`config.mk`:
```
export PLATFORM = sky130hd
export DESIGN_NAME = ssb_ctrl
export DESIGN_NICKNAME = d
export VERILOG_FILES = /design/src/rtl/ssb_pkg.sv /design/src/rtl/ssb_slot_timer.sv /design/src/rtl/ssb_write_path.sv /design/src/rtl/ssb_read_path.sv /design/src/rtl/ssb_ctrl.sv
export SDC_FILE = /design/constraint.sdc
export NUM_CORES = 1
export LEC_CHECK = 0
export ABC_CLOCK_PERIOD_IN_PS = 2600
export BUFFER_PORTS_ARGS = -buffer_cell sky130_fd_sc_hd__buf_2
export CORE_MARGIN = 2
export CORE_UTILIZATION = 50
export CTS_CLUSTER_DIAMETER = 200
export CTS_CLUSTER_SIZE = 14
export DETAILED_ROUTE_END_ITERATION = 10
export GPL_TIMING_DRIVEN = 0
export PLACE_DENSITY = 0.75
export SYNTH_ARGS = -nofsm -noshare
export SYNTH_HDL_FRONTEND = slang
export SYNTH_SLANG_ARGS = --single-unit
```
`constraint.sdc`:
```
create_clock -name clk_i -period 2.6 [get_ports clk_i]
set_input_delay 0.13 -clock clk_i [delete_from_list [all_inputs] [get_ports clk_i]]
set_output_delay 0.13 -clock clk_i [all_outputs]
set_load 0.005 [all_outputs]
```
`src/rtl/ssb_pkg.sv`:
```
package ssb_pkg;
  typedef logic [15:0] word_t;
  typedef logic [7:0]  byte_t;
endpackage

```
`src/rtl/ssb_slot_timer.sv`:
```
module ssb_slot_timer #(
  parameter int PERIOD = 240,
  parameter int WE_LEN = 2,
  parameter int RD_LEN = 3
) (
  input  logic clk_i,
  input  logic rst_ni,
  output logic decide_o,
  output logic wr_last_o,
  output logic we_phase_o,
  output logic rd_ok_o
);
  localparam int FW = $clog2(PERIOD);
  localparam int WLEN = WE_LEN + 2;
  localparam logic [FW-1:0] FRM_LAST = FW'(PERIOD - 1);
  localparam logic [FW-1:0] WR_LAST  = FW'(WLEN - 1);
  localparam logic [FW-1:0] WE_END   = FW'(WE_LEN);
  localparam logic [FW-1:0] RD_LATE  = FW'(PERIOD - 1 - RD_LEN);

  logic [FW-1:0] frm_q;

  always_ff @(posedge clk_i or negedge rst_ni) begin
    if (!rst_ni) frm_q <= '0;
    else         frm_q <= (frm_q == FRM_LAST) ? '0 : frm_q + 1'b1;
  end

  assign decide_o   = (frm_q == FRM_LAST);
  assign wr_last_o  = (frm_q == WR_LAST);
  assign we_phase_o = (frm_q != '0) && (frm_q <= WE_END);
  // a slot started here ends no later than the last frame position
  assign rd_ok_o    = (frm_q >= WR_LAST) && (frm_q <= RD_LATE);
endmodule

```
`src/rtl/ssb_write_path.sv`:
```
module ssb_write_path
  import ssb_pkg::*;
#(
  parameter int AW = 15
) (
  input  logic          clk_i,
  input  logic          rst_ni,
  input  logic          sample_valid_i,
  input  word_t         sample_i,
  input  logic          decide_i,
  input  logic          wr_last_i,
  input  logic [AW-1:0] rd_word_i,
  output logic          wr_act_o,
  output logic [AW-1:0] wr_ptr_o,
  output word_t         wr_data_o,
  output logic          overflow_o
);
  logic          pend_q, wr_act_q, ovf_q;
  word_t         pend_data_q, wr_data_q;
  logic [AW-1:0] wr_ptr_q;
  logic          full;

  assign full = (AW'(wr_ptr_q + 1'b1) == rd_word_i);

  always_ff @(posedge clk_i or negedge rst_ni) begin
    if (!rst_ni) begin
      pend_q      <= 1'b0;
      pend_data_q <= '0;
      wr_act_q    <= 1'b0;
      wr_data_q   <= '0;
      wr_ptr_q    <= '0;
      ovf_q       <= 1'b0;
    end else begin
      if (decide_i) begin
        wr_act_q  <= pend_q && !full;
        wr_data_q <= pend_data_q;
        if (pend_q && full) ovf_q <= 1'b1;
      end else if (wr_last_i) begin
        wr_act_q <= 1'b0;
      end
      if (wr_last_i && wr_act_q) wr_ptr_q <= wr_ptr_q + 1'b1;
      // newest sample wins the holding register
      if (sample_valid_i) begin
        pend_q      <= 1'b1;
        pend_data_q <= sample_i;
      end else if (decide_i) begin
        pend_q <= 1'b0;
      end
    end
  end

  assign wr_act_o   = wr_act_q;
  assign wr_ptr_o   = wr_ptr_q;
  assign wr_data_o  = wr_data_q;
  assign overflow_o = ovf_q;

  p_ovf_sticky_r8: assert property (@(posedge clk_i) disable iff (!rst_ni)
    ovf_q |=> ovf_q);
  p_wr_step_r3: assert property (@(posedge clk_i) disable iff (!rst_ni)
    !$stable(wr_ptr_q) |-> (wr_ptr_q == AW'($past(wr_ptr_q) + 1'b1)));
  p_no_catch_up_r8: assert property (@(posedge clk_i) disable iff (!rst_ni)
    !$stable(wr_ptr_q) |-> (wr_ptr_q != rd_word_i));
endmodule

```
`src/rtl/ssb_read_path.sv`:
```
module ssb_read_path
  import ssb_pkg::*;
#(
  parameter int AW     = 15,
  parameter int RD_LEN = 3
) (
  input  logic          clk_i,
  input  logic          rst_ni,
  input  logic          rd_ok_i,
  input  logic [AW-1:0] wr_ptr_i,
  input  word_t         dq_i,
  input  logic          ack_i,
  output logic          rd_act_o,
  output logic [AW-1:0] rd_word_o,
  output byte_t         byte_o,
  output logic          avail_o
);
  localparam int PW = $clog2(RD_LEN + 1);
  localparam logic [PW-1:0] PH_LAST = PW'(RD_LEN - 1);

  logic [AW:0]   rd_cnt_q;
  logic          rd_act_q, avail_q;
  logic [PW-1:0] ph_q;
  word_t         rword_q;
  logic          empty, start;

  assign empty = (rd_cnt_q[AW:1] == wr_ptr_i);
  assign start = !rd_act_q && !avail_q && !empty && rd_ok_i;

  always_ff @(posedge clk_i or negedge rst_ni) begin
    if (!rst_ni) begin
      rd_cnt_q <= '0;
      rd_act_q <= 1'b0;
      avail_q  <= 1'b0;
      ph_q     <= '0;
      rword_q  <= '0;
    end else begin
      if (start) begin
        rd_act_q <= 1'b1;
        ph_q     <= '0;
      end else if (rd_act_q) begin
        if (ph_q == PH_LAST) begin
          rd_act_q <= 1'b0;
          rword_q  <= dq_i;
          avail_q  <= 1'b1;
        end else begin
          ph_q <= ph_q + 1'b1;
        end
      end
      if (avail_q && ack_i) begin
        avail_q  <= 1'b0;
        rd_cnt_q <= rd_cnt_q + 1'b1;
      end
    end
  end

  assign rd_act_o  = rd_act_q;
  assign rd_word_o = rd_cnt_q[AW:1];
  assign byte_o    = rd_cnt_q[0] ? rword_q[15:8] : rword_q[7:0];
  assign avail_o   = avail_q;

  p_rd_nonempty_r7: assert property (@(posedge clk_i) disable iff (!rst_ni)
    rd_act_q |-> (rd_cnt_q[AW:1] != wr_ptr_i));
  p_hold_r11: assert property (@(posedge clk_i) disable iff (!rst_ni)
    (avail_q && !ack_i) |=> (avail_q && $stable(byte_o)));
  p_ack_r6: assert property (@(posedge clk_i) disable iff (!rst_ni)
    (avail_q && ack_i) |=> (!avail_q && rd_cnt_q == (AW+1)'($past(rd_cnt_q) + 1'b1)));
  p_ack_idle_r6: assert property (@(posedge clk_i) disable iff (!rst_ni)
    !avail_q |=> $stable(rd_cnt_q));
endmodule

```
`src/rtl/ssb_ctrl.sv`:
```
module ssb_ctrl
  import ssb_pkg::*;
#(
  parameter int PERIOD = 240,
  parameter int AW     = 15,
  parameter int WE_LEN = 2,
  parameter int RD_LEN = 3
) (
  input  logic          clk_i,
  input  logic          rst_ni,
  input  logic          sample_valid_i,
  input  logic [15:0]   sample_i,
  output logic [AW-1:0] sram_addr_o,
  output logic [15:0]   sram_dq_o,
  output logic          sram_dq_oe_o,
  input  logic [15:0]   sram_dq_i,
  output logic          sram_ce_no,
  output logic          sram_we_no,
  output logic          sram_oe_no,
  output logic [7:0]    host_byte_o,
  output logic          host_avail_o,
  input  logic          host_ack_i,
  output logic          overflow_o
);
  logic          decide, wr_last, we_phase, rd_ok;
  logic          wr_act, rd_act;
  logic [AW-1:0] wr_ptr, rd_word;
  word_t         wr_data;

  ssb_slot_timer #(.PERIOD(PERIOD), .WE_LEN(WE_LEN), .RD_LEN(RD_LEN)) u_tmr (
    .clk_i(clk_i), .rst_ni(rst_ni),
    .decide_o(decide), .wr_last_o(wr_last), .we_phase_o(we_phase), .rd_ok_o(rd_ok)
  );

  ssb_write_path #(.AW(AW)) u_wr (
    .clk_i(clk_i), .rst_ni(rst_ni),
    .sample_valid_i(sample_valid_i), .sample_i(sample_i),
    .decide_i(decide), .wr_last_i(wr_last), .rd_word_i(rd_word),
    .wr_act_o(wr_act), .wr_ptr_o(wr_ptr), .wr_data_o(wr_data), .overflow_o(overflow_o)
  );

  ssb_read_path #(.AW(AW), .RD_LEN(RD_LEN)) u_rd (
    .clk_i(clk_i), .rst_ni(rst_ni),
    .rd_ok_i(rd_ok), .wr_ptr_i(wr_ptr), .dq_i(sram_dq_i), .ack_i(host_ack_i),
    .rd_act_o(rd_act), .rd_word_o(rd_word), .byte_o(host_byte_o), .avail_o(host_avail_o)
  );

  assign sram_addr_o  = wr_act ? wr_ptr : rd_word;
  assign sram_dq_o    = wr_data;
  assign sram_dq_oe_o = wr_act;
  assign sram_ce_no   = 1'b0;
  assign sram_we_no   = !(wr_act && we_phase);
  assign sram_oe_no   = !rd_act;

  p_strobe_excl_r2: assert property (@(posedge clk_i) disable iff (!rst_ni)
    !(!sram_we_no && !sram_oe_no));
  p_bus_free_r2: assert property (@(posedge clk_i) disable iff (!rst_ni)
    sram_dq_oe_o |-> sram_oe_no);
  p_we_driven_r1: assert property (@(posedge clk_i) disable iff (!rst_ni)
    !sram_we_no |-> (sram_dq_oe_o && $stable(sram_addr_o) && $stable(sram_dq_o)));
endmodule

```
# After elaboration in Yosys (flattened, before gate mapping)
# Cells that the tools add are included.
[word_totals]
ff_bits = 94
output_inout_bits = 45
elab_cells = 69
[op_classes]
addsub = 4
n_lt_le_gt_ge = 3
eq_ne = 7
n_mux = 17
bitwise = 1
n_reduce_logical = 25
[op_table]
columns = ["op", "count"]
rows = [
  ["$eq 15x15->1", 2],
  ["$add 16x1->16 const B", 1],
  ["$mux 8", 2],
  ["$add 15x1->15 const B", 1],
  ["$mux 15", 1],
  ["$mux 1", 11],
  ["$logic_and 1x1->1", 10],
  ["$reduce_bool 2->1", 5],
  ["$add 8x1->8 const B", 1],
  ["$eq 8x2->1 const B", 1],
  ["$eq 8x8->1 const B", 1],
  ["$ge 8x2->1 const B", 1],
  ["$le 8x2->1 const B", 1],
  ["$le 8x8->1 const B", 1],
  ["$reduce_bool 8->1", 1],
  ["$mux 2", 3],
  ["$reduce_and 3->1", 2],
  ["$logic_not 1->1", 5],
  ["$reduce_and 2->1", 2],
  ["$add 2x1->2 const B", 1],
  ["$eq 2x2->1 const B", 1],
  ["$ne 2x1->1 const B", 1],
  ["$ne 2x2->1 const B", 1],
  ["$not 1->1", 1],
]

# Logic depth before layout (Yosys ltp)
# Gate-level depths: netlist (run 1).
[depth]
ltp_word = 6
mapped_depth = 7
depth_no_buf = 7

# Modules after synthesis
# From an unflattened synthesis (run 1), not the netlist that was laid out.
[hier_totals]
hier_cells = 428
area_unflattened_um2 = 4992.3
[modules_own_cells]
columns = ["mod", "instances", "cells_each", "area_each_um2", "seq_area_each_um2"]
rows = [
  ["ssb_write_path", 1, 203, 2414.8, 1251.2],
  ["ssb_read_path", 1, 152, 1851.8, 900.9],
  ["ssb_slot_timer", 1, 52, 473.0, 200.2],
  ["ssb_ctrl", 1, 21, 252.7, 0.0],
]

# Worst setup path after synthesis (run 1)
# OpenSTA, ideal clock, no wires.
[synth_path]
path_type = "register to register"
start = "reg u_wr.wr_ptr_q[4], in the netlist u_wr.wr_ptr_o[4]"
end = "reg u_rd.rd_act_q, in the netlist u_rd.rd_act_o"
setup_time_ns = 0.122
arrival_ns = 2.058
required_time_ns = 2.478
path_slack_ns = 0.420
stages_incl_launch_ff = 8
period_less_slack_ns = 2.180
path_cell_list = "dfrtp_1 buf_4 xor2_1 or4_1 or4_1 nor3_1 nor4_1 nand2b_1"
[synth_via]
elab_chain_cells = 5
[synth_lines]
columns = ["item", "line_no", "rtl"]
rows = [
  ["from (decl)", "ssb_write_path.sv:20", "logic [AW-1:0] wr_ptr_q;"],
  ["from (signal assigned)", "ssb_write_path.sv:41", "if (wr_last_i && wr_act_q) wr_ptr_q <= wr_ptr_q + 1'b1;"],
  ["$eq 15x15->1", "ssb_read_path.sv:27", "assign empty = (rd_cnt_q[AW:1] == wr_ptr_i);"],
  ["$logic_not 1->1", "ssb_read_path.sv:28", "assign start = !rd_act_q && !avail_q && !empty && rd_ok_i;"],
  ["$logic_and 1x1->1 (2 in a row)", "ssb_read_path.sv:28", ""],
  ["$mux 1", "ssb_read_path.sv:38", "if (start) begin"],
  ["to (signal assigned)", "ssb_read_path.sv:33", "rd_act_q <= 1'b0;"],
  ["to (signal assigned)", "ssb_read_path.sv:39", "rd_act_q <= 1'b1;"],
  ["to (signal assigned)", "ssb_read_path.sv:43", "rd_act_q <= 1'b0;"],
  ["to (decl)", "ssb_read_path.sv:22", "logic rd_act_q, avail_q;"],
]
# No other way between the ends.
# A chain may end at the register's enable or synchronous reset.

# Worst setup path after layout (run 1)
[layout_path]
start = "reg u_wr.wr_ptr_q[11], in the netlist u_wr.wr_ptr_o[11]"
end = "reg u_rd.rd_act_q, in the netlist u_rd.rd_act_o"
# Same word-level chain as after synthesis.

==> results.tsv, run 1 <==
metric	value	unit
ys_top_cells_by_area	dfrtp_1 50%, mux2_2 17%, xnor2_1 5.6%	
swShare	29.7	%
placedCellCount	599	
netlist_area	4670	um2
gp_congestion	0.883	
timing.hold.ws	0.000610	ns
grt_usage	20.9	%
via_per_inst	5.45	
fp.dieArea	10100	um2
pwr-share-clk	25.1	%
cts_root_buffer	clkbuf_8	
post_cts_buffers	0	
numCtsBuffers	9	
synth_top_area_share	50.4	%
critPathCaptureType	flip-flop	
grt_setup_unrepaired	false	
r2r-start	u_wr.wr_ptr_o[11]	
post_drt_wl_per_cell	15.8	um
path_class	reg -> reg	
p_seq_share	48.9	%
skew	0.0143	ns
worstMarginPinSlew	0.622	ns
drc	0	
yosysUniqueCellTypes	43	
cts_max_path_buffers	2	
fillers	721	
placed_area	5230	um2
grt_pass1_wl	16800	um
hold_viol_final	0	
dieWidth	101	um
power_leakage	0.00273	uW
row_count	35	
grt_pass1_vias	3588	
synth_ff_type	dfrtp_1	
ant_nets	0	
cap_violations	0	
pin_count	81	
synth_common_cells	94 x dfrtp_1, 72 x mux2_2, 30 x xnor2_1	
ys_ff_latch	94	
drive_gt1_share	33.1	%
critPathArrivalTime	2.69	ns
synthesis.nets	450	
fin_util	62.6	%
hold_path_class	in -> reg	
core-area	9150	um2
diodes	0	
reg2reg_depth	7	
clock.fmax	0.410	GHz
drv_slew	0	
cts_tree	yes	
finalNonFillerCells	646	
syn_avg_cell_area	11.4	um2
die_y	101	um
area_growth	22.9	%
htree_levels	3	
holdPathStages	2	
async_reset_ff_share	100	%
io_buffers	78	
nets	571	
status	finished clean	
cp-start-kind	flip-flop	
design_area	5730	um2
internal-power	2590	uW
setup_viol	0	
power.density	642	nW/um2
p_total	3680	uW
fin_crit_sh	93.7	%
initial_utilization	51.0	%
netSwitchingPower	1090	uW
synth_edf_count	0	
r2r_setup_slack	0.16	ns
grt_overflow	0	
synth_top_cell_by_area	dfrtp_1	
cts.clk_slew.worst_paths	0.10	ns
peakVddDrop	515	uV
crit_fanout	9	
grt_start_max_net_pins	68	
hpwl	6890	um
pwr-share-comb	25.9	%
worstPathRequired	2.85	ns
dr_total_vias	3520	
finalCriticalPeriod	2.44	ns
syn_inst	409	
r2r_end	u_rd.rd_act_o	
hold_start	sram_dq_i[2]	
worstHoldEndpoint	u_rd.rword_q[2]	
clock_sinks	94	
synth_warnings	0	
dr.pass1.iters	4	
yosysMostFrequentCell	dfrtp_1	
drt_iter0_markers	153	
relSlewSlack	58.6	%
yosysSeqAreaShare	50.4	%
routed_wl	10200	um
clk-insertion-delay-late	0.37	ns
antenna_found_initial	0	
[power by group through the flow]
stage	Clock (uW)	Combinational [uW]	Sequential, uW
floorplan	0	625	1790
global placement	0	876	1810
detailed placement	0	916	1830
CTS	943	955	1800
global route	999	1060	1830
finish	925	954	1800
[worst max path at each step]
stage	endpoint	from	cells past startpoint	slack, ns
global route	u_rd.rd_act_o	u_wr.wr_ptr_o[11]	7	0.003
floorplan	u_rd.rd_act_o	u_wr.wr_ptr_o[4]	7	0.42
global placement	u_wr.wr_act_o	u_tmr.frm_q[0]	6	0.009
CTS	u_rd.rd_act_o	u_rd.rd_cnt_q[12]	7	0.11
finish	u_rd.rd_act_o	u_wr.wr_ptr_o[11]	7	0.16
detailed placement	u_wr.wr_act_o	u_tmr.frm_q[0]	6	-0.003
[placed cells by master (no fill, tap or decap), types with 4 or more instances in the layout]
cell type	count
xnor2_1	30
a21oi_1	8
nor2_1	19
and3_1	7
inv_1	8
dlygate4sd3_1	32
nand2b_1	5
clkbuf_8	9
nand4_1	14
nor3_1	5
o21ai_0	6
dfrtp_1	94
nand2_1	26
mux2_2	72
clkbuf_2	4
buf_2	80
clkbuf_1	18
nor4_1	5
xor2_1	22
ha_1	5
nand3_1	16
[flip-flops by register name, indices dropped and copies added, names as in the netlist]
| register | count |
|---|---|
| u_rd.rd_cnt_q | 16 |
| u_rd.rword_q | 16 |
| u_wr.pend_data_q | 16 |
| u_wr.wr_data_o | 16 |
| u_wr.wr_ptr_o | 15 |
| u_tmr.frm_q | 8 |
| u_rd.ph_q | 2 |
| u_rd.avail_o | 1 |
| u_rd.rd_act_o | 1 |
| u_wr.overflow_o | 1 |
| u_wr.pend_q | 1 |
| u_wr.wr_act_o | 1 |
[what timing repair did]
item,CTS,global route
endpoints found under the setup margin,2,5
hold buffers,32,0
hold endpoints to repair,58,0
resized for setup,1,5
[worst max-delay path, stage by stage (launching register included)]
cell	delay, ns
dfrtp_1	0.33
clkbuf_1	0.33
xor2_1	0.17
or4_1	0.41
or4_1	0.54
nor3_1	0.28
nor4_1	0.13
nand2b_1	0.15
[stage by stage]
stage,TNS (ns),setup slack (ns)
6_report,0,0.163
4_1_cts,0,0.109
3_5_place_dp,-0.00318,-0.00318
5_1_grt,0,0.00290
2_1_floorplan,0,0.420
3_3_place_gp,0,0.00930
[cell families (layout without fill, tap and decap cells)]
| group | Yosys count | count (layout) | share of synthesized area (%) |
|---|---|---|---|
| buf+inv | 36 | 162 | 3.35 |
| fa+ha+maj | 5 | 5 | 1.34 |
| mux | 73 | 73 | 17.6 |
| flops | 94 | 94 | 50.4 |
| xor+xnor | 52 | 52 | 9.76 |
| compound gates | 31 | 31 | 4.34 |
| other cells | 1 | 1 | 0.0804 |
| simple gates | 117 | 117 | 13.1 |
[final cells by class]
type	instances	area (um2)	share of cell area (%)
Multi-Input combinational cell	279	2160	37.7
Buffer	27	125	2.18
Inverter	8	30.0	0.524
Sequential cell	94	2350	41.0
Timing Repair Buffer	111	741	12.9
Clock inverter	6	55.1	0.960
Clock buffer	10	128	2.23
Tap cell	111	139	2.42
[metal layers]
metal / GRT usage (%) / wire, um
met1: 26.6 / 4410
met2: 35.4 / 5090
met3: 4.92 / 587
met4: 6.43 / 159
met5: 0 / 0
No activity file was read; power rests on OpenSTA's default activity.
==> run 2, diff against run 1 <==
ABC_CLOCK_PERIOD_IN_PS = 2750   (was 2600)
HOLD_SLACK_MARGIN = 0.06   (was unset)
clock period = 2.75 ns   (was 2.6 ns; I/O delays follow)
==> run 2 against run 1 <==
Clock skew hardly changed; maximum frequency is 1.2% lower; clock power is 6.7% lower; register-to-register slack better by 0.12 ns; worst hold slack better by 0.24 ns; global-route usage is 0.27 points higher; combinational power is 5.2% lower; via count is 0.80% lower; sequential cell count stayed put.
==> results.tsv, run 2 (synthesis gave the netlist of run 1 again) <==
metric	value	unit	change
clk-insertion-delay-late	0.36	ns	was 0.37 ns
drv_slew	0		unchanged
peakVddDrop	489	uV	was 515 uV
final-seq-area	2350	um2	unchanged
netSwitchingPower	1020	uW	was 1090 uW
die_y	101	um	unchanged
clock.fmax	0.405	GHz	was 0.410 GHz
r2r_setup_slack	0.28	ns	was 0.16 ns
io_buffers	78		unchanged
crit_fanout	9		unchanged
p_total	3470	uW	was 3680 uW
gp_congestion	0.883		unchanged
antenna_found_initial	0		unchanged
worstPathRequired	3.00	ns	was 2.85 ns
drc	0		unchanged
p_seq_share	49.0	%	was 48.9%
via_per_inst	5.38		was 5.45
row_count	35		unchanged
cts_root_buffer	clkbuf_8		unchanged
final.setup.tns	0	ns	unchanged
hpwl	6890	um	unchanged
crit_slowest_cell	or4_1		unchanged
multi_input_area	2160	um2	about the same
drive_gt1_share	32.5	%	was 33.1%
initial_utilization	51.0	%	unchanged
power_leakage	0.00273	uW	about the same
setup_viol	0		unchanged
area_growth	23.3	%	was 22.9%
grt_usage	21.2	%	was 20.9%
cp.buffers_inverters	1		unchanged
finalCriticalPeriod	2.47	ns	was 2.44 ns
finalNonFillerCells	649		was 646
numCtsBuffers	9		unchanged
diodes	0		unchanged
grt_overflow	0		unchanged
grt_pass1_vias	3594		was 3588
hold_path_class	in -> async		was in -> reg
pin_count	81		unchanged
nets	574		was 571
cts_max_path_buffers	2		unchanged
grt_start_max_net_pins	68		unchanged
pwr-share-comb	26.1	%	was 25.9%
pwr-share-clk	24.9	%	was 25.1%
path_class	reg -> reg		unchanged
cp-start-kind	flip-flop		unchanged
fillers	719		was 721
cts_tree	yes		unchanged
worstMarginPinSlew	0.620	ns	was 0.622 ns
htree_levels	3		unchanged
grt_setup_unrepaired	false		unchanged
reg2reg_depth	7		unchanged
swShare	29.5	%	was 29.7%
final_cell_mix	94 x dfrtp_1, 80 x buf_2, 72 x mux2_2		unchanged
r2r_end	u_rd.rd_act_o		unchanged
dr_total_vias	3492		was 3520
critPathArrivalTime	2.72	ns	was 2.69 ns
placedCellCount	599		unchanged
ant_nets	0		unchanged
cts.clk_slew.worst_paths	0.09	ns	was 0.10 ns
relSlewSlack	58.6	%	about the same
routed_wl	10300	um	was 10200 um
path_common_cell	or4_1		unchanged
r2r-start	u_rd.rd_cnt_q[12]		was u_wr.wr_ptr_o[11]
clock_sinks	94		unchanged
drt_iter0_markers	141		was 153
skew	0.0143	ns	about the same
power.density	603	nW/um2	was 642 nW/um2
grt_pass1_wl	17000	um	was 16800 um
cap_violations	0		unchanged
fin_crit_sh	89.7	%	was 93.7%
fp.dieArea	10100	um2	unchanged
dieWidth	101	um	unchanged
post_cts_buffers	0		unchanged
critPathCaptureType	flip-flop		unchanged
post_drt_wl_per_cell	15.8	um	about the same
status	finished clean		unchanged
final_common_cell	dfrtp_1		unchanged
hold_viol_final	0		unchanged
worstPathCellList	clkbuf_1, xor2_1, or4_1, or4_1, nor3_1, nor4_1, nand2b_1		unchanged
critPathTopFamily	simple AND/OR/NAND/NOR gates		unchanged
core-area	9150	um2	unchanged
max_stage_delay	0.54	ns	about the same
dr.pass1.iters	4		unchanged
internal-power	2440	uW	was 2590 uW
run 2: changes by cell type in the layout (fill, tap and decap cells not counted), sizes merged:
| cell | previous run | this run |
|---|---|---|
| dlygate4sd3 | 32 | 34 |
| clkbuf | 31 | 32 |
run 2: repair_timing:
action,CTS,global route
resized for setup,0,1
setup endpoints to repair,0,2
hold buffers,34,0
hold endpoints to repair,60,0
run 2: per-layer routing:
metal | vias to the layer above | routed length [um] | global-route usage, % | share of wire [%]
li1 | 1675 | - | - | -
met1 | 1692 | 4480 | 27.1 | 44
met2 | 104 | 5070 | 35.7 | 49
met3 | 21 | 535 | 4.99 | 5.2
met4 | 0 | 167 | 6.43 | 1.6
met5 | - | 0 | 0 | 0
run 2: how the worst max path moves through the flow:
stage	startpoint	slack [ns]	cells after the start	end
2_1_floorplan	u_wr.wr_ptr_o[4]	0.57	7	u_rd.rd_act_o
4_1_cts	u_tmr.frm_q[0]	0.14	6	u_wr.wr_act_o
3_5_place_dp	u_tmr.frm_q[0]	0.15	6	u_wr.wr_act_o
3_3_place_gp	u_tmr.frm_q[0]	0.16	6	u_wr.wr_act_o
5_1_grt	u_rd.rd_cnt_q[12]	0.08	7	u_rd.rd_act_o
6_report	u_rd.rd_cnt_q[12]	0.28	7	u_rd.rd_act_o
run 2: per-stage QoR:
step / hold WS (ns) / utilization [%] / worst slack, ns / instance area (um2)
CTS: 0.245 / 62.8 / 0.139 / 5750
detailed placement: 0.0891 / 57.1 / 0.147 / 5230
floorplan: -0.158 / - / 0.570 / 4670
global placement: 0.344 / 56.8 / 0.159 / 5190
global route: 0.269 / 62.9 / 0.0752 / 5750
finish: 0.240 / 62.9 / 0.283 / 5750
run 2: area by class of cell:
type / count / share of cell area (%)
multi-input combinational: 279 / 37.6
clock inverter: 6 / 0.957
buffer: 28 / 2.20
timing repair buffer: 113 / 13.2
tap: 111 / 2.41
inverter: 8 / 0.522
clock buffer: 10 / 2.22
sequential: 94 / 40.9
run 2: power by group through the flow:
stage               clock [uW]  sequential (uW)  combinational, uW
floorplan                    0             1690                591
global placement             0             1710                829
detailed placement           0             1730                866
CTS                        891             1700                905
global route               944             1730               1000
finish                     863             1700                904
run 2: worst register-to-register path, cell delays in order, from the launching register on:
cell	delay, ns
dfrtp_1	0.34
clkbuf_1	0.34
xor2_1	0.17
or4_1	0.41
or4_1	0.54
nor3_1	0.28
nor4_1	0.13
nand2b_1	0.15
